==> config.mk <==
export PLATFORM = sky130hd
export DESIGN_NAME = tick_timer_top
export DESIGN_NICKNAME = d
export VERILOG_FILES = /design/src/rtl/tick_timer_pkg.sv /design/src/rtl/tick_prescaler.sv /design/src/rtl/tick_counter64.sv /design/src/rtl/tick_cmp_bank.sv /design/src/rtl/tick_timer_top.sv
export SDC_FILE = /design/constraint.sdc
export NUM_CORES = 1
export LEC_CHECK = 0
export BUFFER_PORTS_ARGS = -buffer_cell sky130_fd_sc_hd__buf_2
export CORE_AREA = 2 2 266 268
export CTS_BUF_LIST = sky130_fd_sc_hd__clkbuf_4 sky130_fd_sc_hd__clkbuf_8
export CTS_CLUSTER_DIAMETER = 80
export DETAILED_ROUTE_END_ITERATION = 16
export DIE_AREA = 0 0 268 270
export GPL_TIMING_DRIVEN = 1
export PLACE_DENSITY = 0.48
export SYNTH_ARGS = -nofsm -noshare
export SYNTH_HDL_FRONTEND = slang
export SYNTH_HIERARCHICAL = 1
export SYNTH_SLANG_ARGS = --single-unit
==> constraint.sdc <==
create_clock -name clk -period 6.53 [get_ports clk]
set_input_delay 0.3265 -clock clk [delete_from_list [all_inputs] [get_ports clk]]
set_output_delay 0.3265 -clock clk [all_outputs]
set_load 0.01 [all_outputs]
==> src/rtl/tick_timer_pkg.sv <==
// Shared constants for the tick timer: bus geometry, register offsets and
// channel count. Assumes word-aligned byte offsets on a 6-bit address.
package tick_timer_pkg;
    localparam int REG_AW    = 6;
    localparam int WORD_W    = 32;
    localparam int CNT_W     = 64;
    localparam int NUM_CMP   = 6;
    localparam int WDOG_CH   = NUM_CMP - 1;

    localparam logic [REG_AW-1:0] OFS_CNT_LO  = 6'h00;
    localparam logic [REG_AW-1:0] OFS_CNT_HI  = 6'h04;
    localparam logic [REG_AW-1:0] OFS_CMP0    = 6'h08;
    localparam logic [REG_AW-1:0] OFS_STATUS  = 6'h20;
    localparam logic [REG_AW-1:0] OFS_IEN     = 6'h24;
    localparam logic [REG_AW-1:0] OFS_WDEN    = 6'h28;
    localparam logic [REG_AW-1:0] OFS_DIV     = 6'h2C;
    localparam logic [REG_AW-1:0] OFS_SNAPCTL = 6'h30;
    localparam logic [REG_AW-1:0] OFS_SNAP_LO = 6'h34;
    localparam logic [REG_AW-1:0] OFS_SNAP_HI = 6'h38;

    // Byte offset of compare channel idx
    function automatic logic [REG_AW-1:0] cmp_ofs(input int idx);
        return OFS_CMP0 + REG_AW'(idx * 4);
    endfunction
endpackage

==> src/rtl/tick_prescaler.sv <==
// Holds the divider register and paces count advances: one tick every
// 2*(div+1) clocks. A divider write restarts the phase and suppresses the
// tick of that cycle. Assumes DIV_W <= 32.
module tick_prescaler #(
    parameter int DIV_W = 16
) (
    input  logic             clk,
    input  logic             rst_n,
    input  logic             div_wr,
    input  logic [DIV_W-1:0] div_wdata,
    output logic [DIV_W-1:0] div_q,
    output logic             tick
);
    localparam int PRE_W = DIV_W + 1;

    logic [PRE_W-1:0] pre_cnt;
    logic [PRE_W-1:0] pre_limit;

    assign pre_limit = {div_q, 1'b1};
    assign tick      = !div_wr && (pre_cnt == pre_limit);

    // Divider register update
    always_ff @(posedge clk) begin
        if (!rst_n)      div_q <= '0;
        else if (div_wr) div_q <= div_wdata;
    end

    // Phase counter: wraps at the limit, restarts on a divider write
    always_ff @(posedge clk) begin
        if (!rst_n)                  pre_cnt <= '0;
        else if (div_wr)             pre_cnt <= '0;
        else if (pre_cnt == pre_limit) pre_cnt <= '0;
        else                         pre_cnt <= pre_cnt + PRE_W'(1);
    end


    tick_gap_chk: assert property (@(posedge clk) disable iff (!rst_n)
        tick |=> !tick);
endmodule

==> src/rtl/tick_counter64.sv <==
// The 64-bit tick count with word presets and the snapshot pair.
// A preset write in a cycle blocks that cycle's advance. Exposes the
// low word the next advance will produce, for the compare channels.
module tick_counter64
    import tick_timer_pkg::*;
(
    input  logic              clk,
    input  logic              rst_n,
    input  logic              tick,
    input  logic              lo_wr,
    input  logic              hi_wr,
    input  logic [WORD_W-1:0] wdata,
    input  logic              snap_wr,
    output logic              adv,
    output logic [WORD_W-1:0] lo_next,
    output logic [CNT_W-1:0]  snap_q
);
    logic [CNT_W-1:0] cnt_q;

    assign adv     = tick && !(lo_wr || hi_wr);
    assign lo_next = cnt_q[WORD_W-1:0] + WORD_W'(1);

    // Count update: presets take priority, otherwise advance on tick
    always_ff @(posedge clk) begin
        if (!rst_n) begin
            cnt_q <= '0;
        end else if (lo_wr || hi_wr) begin
            if (lo_wr) cnt_q[WORD_W-1:0]     <= wdata;
            if (hi_wr) cnt_q[CNT_W-1:WORD_W] <= wdata;
        end else if (tick) begin
            cnt_q <= cnt_q + CNT_W'(1);
        end
    end

    // Snapshot capture of the full count
    always_ff @(posedge clk) begin
        if (!rst_n)       snap_q <= '0;
        else if (snap_wr) snap_q <= cnt_q;
    end


    adv_inc_chk: assert property (@(posedge clk) disable iff (!rst_n)
        adv |=> cnt_q == $past(cnt_q) + CNT_W'(1));

    cnt_hold_chk: assert property (@(posedge clk) disable iff (!rst_n)
        (!tick && !lo_wr && !hi_wr) |=> $stable(cnt_q));

    snap_take_chk: assert property (@(posedge clk) disable iff (!rst_n)
        snap_wr |=> snap_q == $past(cnt_q));

    snap_hold_chk: assert property (@(posedge clk) disable iff (!rst_n)
        !snap_wr |=> $stable(snap_q));
endmodule

==> src/rtl/tick_cmp_bank.sv <==
// Compare channels, status flags (write-one-to-clear, set wins), the
// interrupt enable mask and the watchdog arm bit. Channel WDOG_CH drives
// a one-clock reset pulse when armed. Assumes advances are never in
// consecutive cycles.
module tick_cmp_bank
    import tick_timer_pkg::*;
(
    input  logic                            clk,
    input  logic                            rst_n,
    input  logic                            adv,
    input  logic [WORD_W-1:0]               lo_next,
    input  logic [NUM_CMP-1:0]              cmp_wr,
    input  logic                            status_wr,
    input  logic                            ien_wr,
    input  logic                            wden_wr,
    input  logic [WORD_W-1:0]               wdata,
    output logic [NUM_CMP-1:0][WORD_W-1:0]  cmp_q,
    output logic [NUM_CMP-1:0]              status_q,
    output logic [NUM_CMP-1:0]              ien_q,
    output logic                            wden_q,
    output logic                            irq,
    output logic                            wdog_rst
);
    logic [NUM_CMP-1:0] fire;
    logic [NUM_CMP-1:0] clr_mask;

    assign clr_mask = status_wr ? wdata[NUM_CMP-1:0] : '0;
    assign irq      = |(status_q & ien_q);

    for (genvar g = 0; g < NUM_CMP; g++) begin : g_ch
        // Compare value register of channel g
        always_ff @(posedge clk) begin
            if (!rst_n)         cmp_q[g] <= '0;
            else if (cmp_wr[g]) cmp_q[g] <= wdata;
        end

        assign fire[g] = adv && (lo_next == cmp_q[g]);


        w1c_clear_chk: assert property (@(posedge clk) disable iff (!rst_n)
            (status_wr && wdata[g] && !fire[g]) |=> !status_q[g]);

        fire_set_chk: assert property (@(posedge clk) disable iff (!rst_n)
            fire[g] |=> status_q[g]);
    end

    // Status flags: set by firing, cleared by written ones
    always_ff @(posedge clk) begin
        if (!rst_n) status_q <= '0;
        else        status_q <= (status_q & ~clr_mask) | fire;
    end

    // Interrupt enable mask and watchdog arm bit
    always_ff @(posedge clk) begin
        if (!rst_n) begin
            ien_q  <= '0;
            wden_q <= 1'b0;
        end else begin
            if (ien_wr)  ien_q  <= wdata[NUM_CMP-1:0];
            if (wden_wr) wden_q <= wdata[0];
        end
    end

    // Watchdog pulse, one clock after an armed firing
    always_ff @(posedge clk) begin
        if (!rst_n) wdog_rst <= 1'b0;
        else        wdog_rst <= wden_q && fire[WDOG_CH];
    end


    wdog_pulse_chk: assert property (@(posedge clk) disable iff (!rst_n)
        wdog_rst |=> !wdog_rst);

    wdog_off_chk: assert property (@(posedge clk) disable iff (!rst_n)
        !wden_q |=> !wdog_rst);
endmodule

==> src/rtl/tick_timer_top.sv <==
// Top of the tick timer: decodes bus writes into register strobes, wires
// prescaler, count and compare bank, and muxes read data. Reads are
// combinational; writes act on the rising edge. Assumes DIV_W <= 32.
module tick_timer_top
    import tick_timer_pkg::*;
#(
    parameter int DIV_W = 16
) (
    input  logic              clk,
    input  logic              rst_n,
    input  logic [REG_AW-1:0] bus_addr,
    input  logic              bus_we,
    input  logic [WORD_W-1:0] bus_wdata,
    output logic [WORD_W-1:0] bus_rdata,
    output logic              irq,
    output logic              wdog_rst
);
    logic                           lo_wr, hi_wr, status_wr, ien_wr;
    logic                           wden_wr, div_wr, snap_wr;
    logic [NUM_CMP-1:0]             cmp_wr;
    logic                           tick, adv;
    logic [WORD_W-1:0]              lo_next;
    logic [CNT_W-1:0]               snap_q;
    logic [DIV_W-1:0]               div_q;
    logic [NUM_CMP-1:0][WORD_W-1:0] cmp_q;
    logic [NUM_CMP-1:0]             status_q, ien_q;
    logic                           wden_q;

    // Write strobe decode
    assign lo_wr     = bus_we && (bus_addr == OFS_CNT_LO);
    assign hi_wr     = bus_we && (bus_addr == OFS_CNT_HI);
    assign status_wr = bus_we && (bus_addr == OFS_STATUS);
    assign ien_wr    = bus_we && (bus_addr == OFS_IEN);
    assign wden_wr   = bus_we && (bus_addr == OFS_WDEN);
    assign div_wr    = bus_we && (bus_addr == OFS_DIV);
    assign snap_wr   = bus_we && (bus_addr == OFS_SNAPCTL) && bus_wdata[0];

    for (genvar g = 0; g < NUM_CMP; g++) begin : g_cmp_dec
        assign cmp_wr[g] = bus_we && (bus_addr == cmp_ofs(g));
    end

    tick_prescaler #(.DIV_W(DIV_W)) u_pre (
        .clk       (clk),
        .rst_n     (rst_n),
        .div_wr    (div_wr),
        .div_wdata (bus_wdata[DIV_W-1:0]),
        .div_q     (div_q),
        .tick      (tick)
    );

    tick_counter64 u_cnt (
        .clk     (clk),
        .rst_n   (rst_n),
        .tick    (tick),
        .lo_wr   (lo_wr),
        .hi_wr   (hi_wr),
        .wdata   (bus_wdata),
        .snap_wr (snap_wr),
        .adv     (adv),
        .lo_next (lo_next),
        .snap_q  (snap_q)
    );

    tick_cmp_bank u_cmp (
        .clk       (clk),
        .rst_n     (rst_n),
        .adv       (adv),
        .lo_next   (lo_next),
        .cmp_wr    (cmp_wr),
        .status_wr (status_wr),
        .ien_wr    (ien_wr),
        .wden_wr   (wden_wr),
        .wdata     (bus_wdata),
        .cmp_q     (cmp_q),
        .status_q  (status_q),
        .ien_q     (ien_q),
        .wden_q    (wden_q),
        .irq       (irq),
        .wdog_rst  (wdog_rst)
    );

    // Read data mux; unmapped and write-only offsets give zero
    always_comb begin
        bus_rdata = '0;
        case (bus_addr)
            OFS_STATUS:  bus_rdata = WORD_W'(status_q);
            OFS_IEN:     bus_rdata = WORD_W'(ien_q);
            OFS_WDEN:    bus_rdata = WORD_W'(wden_q);
            OFS_DIV:     bus_rdata = WORD_W'(div_q);
            OFS_SNAP_LO: bus_rdata = snap_q[WORD_W-1:0];
            OFS_SNAP_HI: bus_rdata = snap_q[CNT_W-1:WORD_W];
            default:     bus_rdata = '0;
        endcase
        for (int i = 0; i < NUM_CMP; i++) begin
            if (bus_addr == cmp_ofs(i)) bus_rdata = cmp_q[i];
        end
    end


    irq_src_chk: assert property (@(posedge clk) disable iff (!rst_n)
        irq |-> (status_q & ien_q) != '0);
endmodule

# Word-level counts from Yosys, hierarchy flattened
# Index checks and enable logic that the tools add are counted.
classes:
  reduce_logical: 32
  mux: 12
  n_bitwise: 5
  n_lt_le_gt_ge: 0
  div: 0
  add_sub_neg: 3
  eq_ne: 23
  mul: 0
  n_shift: 0
op_table:
  columns: ["operator", "n"]
  rows:
  - ["$mux W32", 8]
  - ["$eq A32 B32 Y1", 6]
  - ["$pmux W32 S6", 1]
  - ["$mux W64", 2]
  - ["$add A64 B1 Y64 const B", 1]
  - ["$eq A6 B6 Y1 const B", 7]
  - ["$add A32 B1 Y32 const B", 1]
  - ["$eq A6 B5 Y1 const B", 4]
  - ["$logic_and A1 B1 Y1", 23]
  - ["$add A17 B1 Y17 const B", 1]
  - ["$eq A17 B17 Y1", 1]
  - ["$and A6 B6 Y6", 2]
  - ["$eq A6 B4 Y1 const B", 2]
  - ["$eq A6 B3 Y1 const B", 1]
  - ["$logic_not A6 Y1", 1]
  - ["$mux W6", 1]
  - ["$not A6 Y6", 1]
  - ["$or A6 B6 Y6", 1]
  - ["$reduce_or A6 Y1", 1]
  - ["$ne A2 B1 Y1 const B", 2]
  - ["$reduce_and A2 Y1", 2]
  - ["$reduce_or A3 Y1", 1]
  - ["$logic_not A1 Y1", 2]
  - ["$reduce_bool A2 Y1", 1]
  - ["2 further kinds", 2]
word_totals:
  mem_count: 0
  input_bits: 41
  mem_bits_ro: 0
  output_inout_bits: 34
  word_cells: 90
  mem_bits_rw: 0
  latch_bits: 0
  ff_bits: 367

# Longest topological paths before layout
depth:
  ltp_word: 8
  ltp_mapped: 14
  depth_no_buf: 12

# By module
# The synthesis kept the hierarchy.
modules_own_cells:
  columns: ["module", "seq_area_each_um2", "cells_per_inst", "area_per_inst_um2", "n_inst"]
  rows:
  - ["tick_cmp_bank", 4124.0, 970, 10134.7, 1]
  - ["tick_counter64", 2562.5, 844, 6824.0, 1]
  - ["tick_timer_top", 0.0, 289, 2035.7, 1]
  - ["tick_prescaler", 660.6, 166, 1610.3, 1]

# Worst setup path after synthesis
# No wires, ideal clock.
synth_timing:
  path_kind: "flip-flop to flip-flop"
  startpoint: "register u_cnt.cnt_q[1]"
  endpoint: "register u_cmp.status_q[3]"
  stages_incl_launch_ff: 13
  n_path_buf: 1
  arrival_ns: 2.965
  setup_ns: 0.060
  period_less_slack_ns: 3.025
  path_slack_ns: 3.505
  required_time_ns: 6.470
  path_cell_list: "dfxtp_1 -> ha_1 -> nand4_1 -> or4_1 -> nor3_1 -> nand2_1 -> xnor2_1 -> buf_6 -> xor2_1 -> nor4_1 -> nand4_1 -> nor4_1 -> a32o_1"
synth_via:
  elab_chain_len: 4
synth_lines:
  columns: ["item", "line", "rtl"]
  rows:
  - ["start, declared", "tick_counter64.sv:18", "logic [CNT_W-1:0] cnt_q;"]
  - ["start signal, assigned by index", "tick_counter64.sv:28", "if (lo_wr) cnt_q[WORD_W-1:0] <= wdata;"]
  - ["start signal, assigned by index", "tick_counter64.sv:29", "if (hi_wr) cnt_q[CNT_W-1:WORD_W] <= wdata;"]
  - ["start signal, assigned", "tick_counter64.sv:31", "cnt_q <= cnt_q + CNT_W'(1);"]
  - ["$add A32 B1 Y32", "tick_counter64.sv:21", "assign lo_next = cnt_q[WORD_W-1:0] + WORD_W'(1);"]
  - ["net lo_next[28]", "tick_timer_top.sv:22", "logic [WORD_W-1:0] lo_next;"]
  - ["$eq A32 B32 Y1", "tick_cmp_bank.sv:37", "assign fire[g] = adv && (lo_next == cmp_q[g]);"]
  - ["$logic_and A1 B1 Y1", "tick_cmp_bank.sv:37", null]
  - ["$or A6 B6 Y6", "tick_cmp_bank.sv:50", "else status_q <= (status_q & ~clr_mask) | fire;"]
  - ["end signal, assigned", "tick_cmp_bank.sv:50", null]
  - ["end, declared", "tick_cmp_bank.sv:18", "output logic [NUM_CMP-1:0] status_q,"]
# The timed path passes the listed nets, and every way through them passes these cells.
# A chain may end at the register's enable or synchronous reset.

# Final worst setup path
layout_timing:
  startpoint: "register u_cnt.cnt_q[1]"
  endpoint: "register u_cmp.status_q[4]"
# The elaborated chain is that of the path after synthesis.

==> flow_metrics.py <==
metrics = {
    "finish": {
        "n_fill_cell": 7218,
        "final_nets": 2299,
        "drive_above_1_share_pct": 12.7,
        "seq_area_mm2": 0.00735,
        "multi_input_area_mm2": 0.0122,
        "synthToLayoutAreaGrowth_pct": 11.5,
    },
    "floorplanning": {
        "core_area_mm2": 0.0695,
        "die_area_mm2": 0.0724,
        "initial_core_util_pct": 29.6,
        "ios": 75,
        "die_height_um": 270,
        "rows": 97,
        "fp.dieW_um": 268,
    },
    "hold_path": {
        "hold_class": "primary input to register",
        "hp-start": "bus_wdata[29]",
        "hold_end": "u_cnt/cnt_q[29]$_SDFFE_PN0P_",
        "worstHoldPathCells": 3,
    },
    "power_and_ir_drop": {
        "pwr-share-comb_pct": 7.2,
        "power_frac_seq_pct": 44.7,
        "pwr_density_cell_mw_per_mm2": 223,
        "p_sw_mw": 1.35,
        "vdd_drop_max_v": 0.000112,
        "switching_share_pct": 26.3,
        "p_int_mw": 3.77,
        "clockPowerShare_pct": 48.2,
        "total_power_mw": 5.12,
        "leakagePower_nw": 7.79,
    },
    "sta": {
        "max_freq_mhz": 234,
        "tns_ns": 0,
        "setup_viol": 0,
        "rsz0062_at_grt": "false",
        "relSlewSlack_pct": 17.4,
        "fin_crit_sh_pct": 65.5,
        "period_minus_slack_ns": 4.28,
        "tightest_slew_ns": 1.24,
        "clock_skew_ns": 0.0469,
        "hold_violations": 0,
        "drv_slew": 0,
    },
    "critical_path": {
        "critPathBufInv": 0,
        "r2r_cells": 11,
        "worstPathMaxFanout": 7,
        "required_ns": 7.14,
        "critPathSlowestCell": "xnor2_1",
        "crit_path_max_incr_delay_ns": 0.83,
        "path_depth": 11,
        "arrival_ns": 4.89,
        "crit_path_cell_trace": "ha_1 > nand4_1 > or4_1 > nor3_1 > nand2_1 > xnor2_1 > xor2_1 > nor4_1 > nand4_1 > nor4_1 > a32o_2",
        "endpoint_kind": "register",
        "worstSetupPathType": "register to register",
        "start_kind": "register",
        "r2r-end": "u_cmp/status_q[4]$_SDFF_PN0_",
        "reg2reg_slack_ns": 2.25,
        "critical-path-top-delay-family": "simple AND/OR/NAND/NOR gates",
        "r2r_start": "u_cnt/cnt_q[1]$_SDFFE_PN0P_",
    },
    "cts": {
        "root_buffer": "clkbuf_8",
        "clk_path_buf_depth": 3,
        "cts_tree": "done",
        "post-cts-setup-buffer-count": 0,
        "htreeDepth": 3,
        "cts-hold-fix-buffers": 0,
        "cts_resized": 0,
        "path_clk_slew_ns": 0.06,
        "numCtsBuffers": 70,
        "clkLatencyLatePin_ns": 0.68,
        "clock_sinks": 367,
    },
    "synth": {
        "syn_avg_cell_area_um2": 9.08,
        "synth_warnings": 6,
        "synthFlopType": "dfxtp_1",
        "synthesis.instances": 2269,
        "synth_edf_count": 0,
        "ys_types": 78,
        "synthesis.area_mm2": 0.0206,
        "async_flop_share_pct": 0,
        "ys_ff_latch": 367,
        "seq_area_frac_synth_pct": 35.7,
        "syn-num-nets": 2312,
    },
    "job": {
        "drv_cap": 0,
    },
    "grt": {
        "antenna_found_initial": 3,
        "grt_max_degree": 220,
        "grt_pass1_vias": 16800,
        "grt_use_total_pct": 22.9,
        "grt_pass1_wl_um": 121000,
        "grt-ovfl-total": 0,
    },
    "routing": {
        "num_vias": 17700,
        "wl_met1_um": 37400,
        "drt_iter0_markers": 1779,
        "dr_wl_met3_um": 5250,
        "first_pass_iters": 8,
        "antenna_left": 0,
        "wl_met2_um": 39100,
        "wl_per_cell_um": 26.1,
        "dr.max_layer_used": "met4",
        "routed_via_density": 5.44,
        "drc": 0,
        "drt_wl_total_um": 84800,
    },
    "run_status": {
        "status": "finished, final reports clean",
    },
    "placed_design": {
        "io_buffers": 74,
        "gp_congestion": 0.944,
        "hpwlAfterDp_um": 61700,
    },
}
[Yosys cell counts (34+ instances only)]
| master | number | area share [%] |
|---|---|---|
| o21ai_0 | 55 | 1.3 |
| nor3_1 | 34 | 0.83 |
| a22oi_1 | 38 | 1.4 |
| xnor2_1 | 140 | 6.0 |
| a21oi_1 | 54 | 1.3 |
| xor2_1 | 134 | 5.7 |
| nor2b_1 | 226 | 6.9 |
| buf_2 | 49 | 1.2 |
| nor2_1 | 134 | 2.4 |
| dfxtp_1 | 367 | 36 |
| mux2i_1 | 285 | 14 |
| nor4_1 | 49 | 1.5 |
| nand2_1 | 102 | 1.9 |
| nand3_1 | 75 | 1.8 |
| clkbuf_1 | 102 | 1.9 |
| nand4_1 | 65 | 2.0 |
[kinds of logic after synthesis]
kind of cell	count (synthesis)	synth area share, %
compound gates	301	10.4
xor+xnor	274	11.6
fa+ha+maj	2	0.121
buf+inv	222	5.56
flops	367	35.7
mux	291	14.4
simple gates	812	22.1
[power by group through the flow]
stage / clock network [mW] / logic (mW) / registers, mW
2_1_floorplan: 0 / 0.214 / 2.32
4_1_cts: 2.51 / 0.363 / 2.29
6_report: 2.47 / 0.367 / 2.29
3_5_place_dp: 0 / 0.362 / 2.34
5_1_grt: 2.61 / 0.384 / 2.29
3_3_place_gp: 0 / 0.362 / 2.33
[cells in the final DEF (no fill, tap or decap), types with 7 or more instances in the layout]
| master | Yosys | layout |
|---|---|---|
| nand2_1 | 102 | 102 |
| a211oi_1 | 7 | 7 |
| or3_1 | 13 | 13 |
| inv_1 | 21 | 20 |
| nand3_1 | 75 | 75 |
| nor2_1 | 134 | 128 |
| a22o_1 | 10 | 10 |
| and4_1 | 14 | 13 |
| a22oi_1 | 38 | 38 |
| a222oi_1 | 25 | 25 |
| mux2i_1 | 285 | 285 |
| xor2_1 | 134 | 134 |
| nand4_1 | 65 | 65 |
| clkbuf_4 | 0 | 20 |
| xnor2_1 | 140 | 140 |
| o221ai_1 | 12 | 12 |
| a21oi_1 | 54 | 54 |
| nor3_1 | 34 | 33 |
| o21ai_0 | 55 | 55 |
| or4_1 | 16 | 16 |
| and3_1 | 25 | 25 |
| buf_4 | 9 | 41 |
| nor3b_1 | 7 | 7 |
| buf_2 | 49 | 73 |
| nor2b_1 | 226 | 226 |
| dfxtp_1 | 367 | 367 |
| o22ai_1 | 23 | 23 |
| o221a_2 | 16 | 16 |
| a311oi_1 | 10 | 10 |
| clkbuf_8 | 2 | 92 |
| nor4_1 | 49 | 48 |
| and2_1 | 13 | 12 |
| o211ai_1 | 7 | 7 |
| a31oi_1 | 13 | 13 |
[worst max-delay path by stage]
stage,slack [ns],to,from
after floorplan,3.50,u_cmp/status_q[3]$_SDFF_PN0_,u_cnt/cnt_q[1]$_SDFFE_PN0P_
after global routing,1.86,u_cmp/status_q[4]$_SDFF_PN0_,u_cnt/cnt_q[1]$_SDFFE_PN0P_
after global placement,2.40,u_cmp/status_q[3]$_SDFF_PN0_,u_cnt/cnt_q[1]$_SDFFE_PN0P_
after detailed placement,2.32,u_cmp/status_q[4]$_SDFF_PN0_,u_cnt/cnt_q[1]$_SDFFE_PN0P_
final,2.25,u_cmp/status_q[4]$_SDFF_PN0_,u_cnt/cnt_q[1]$_SDFFE_PN0P_
after CTS,2.34,u_cmp/status_q[4]$_SDFF_PN0_,u_cnt/cnt_q[1]$_SDFFE_PN0P_
[worst reg2reg max path: cells and delay by family (launching register included)]
kind / cells / cell delay, ns
adder cells (fa/ha/maj): 1 / 0.29
AND/OR/NAND/NOR: 7 / 2.42
flip-flops: 1 / 0.41
AO/OA/AOI/OAI: 1 / 0.16
XOR/XNOR: 2 / 0.98
[state kept, by name, summed over array words and instances, names as in the netlist]
name	cells
u_cnt/cnt_q	64
u_cmp/cmp_q	192
u_cmp/status_q	6
u_cmp/wdog_rst	1
u_cnt/snap_q	64
u_pre/div_q	16
u_cmp/wden_q	1
u_pre/pre_cnt	17
u_cmp/ien_q	6
[stage by stage]
step           setup slack (ns)  hold WS, ns  instances  cell area [um2]  util [%]
6_report                   2.25       0.0909       3245            23000      33.0
5_1_grt                    1.86       0.0936       3243            23000      33.0
4_1_cts                    2.34       0.0265       3242            23000      33.0
3_5_place_dp               2.32        0.482       3124            21500      30.9
3_3_place_gp               2.40        0.482       3124            21500      30.9
2_1_floorplan              3.50        0.444       2269            20600         -
[metal layers]
metal | track usage [%] | up-vias
li1 | - | 8070
met1 | 31.0 | 8723
met2 | 36.8 | 739
met3 | 3.05 | 135
met4 | 8.84 | 0
met5 | 0 | -
[cell type report]
type                    instances  area share [%]
flip-flops and latches        367            32.0
diodes                          3          0.0327
multi-input cells            1680            53.0
clock buffers                 112            6.16
well taps                     940            5.12
inverters                      21           0.343
repair buffers                116            3.07
clock inverters                 6           0.289
Note: power is estimated with default switching activity, not from simulation.
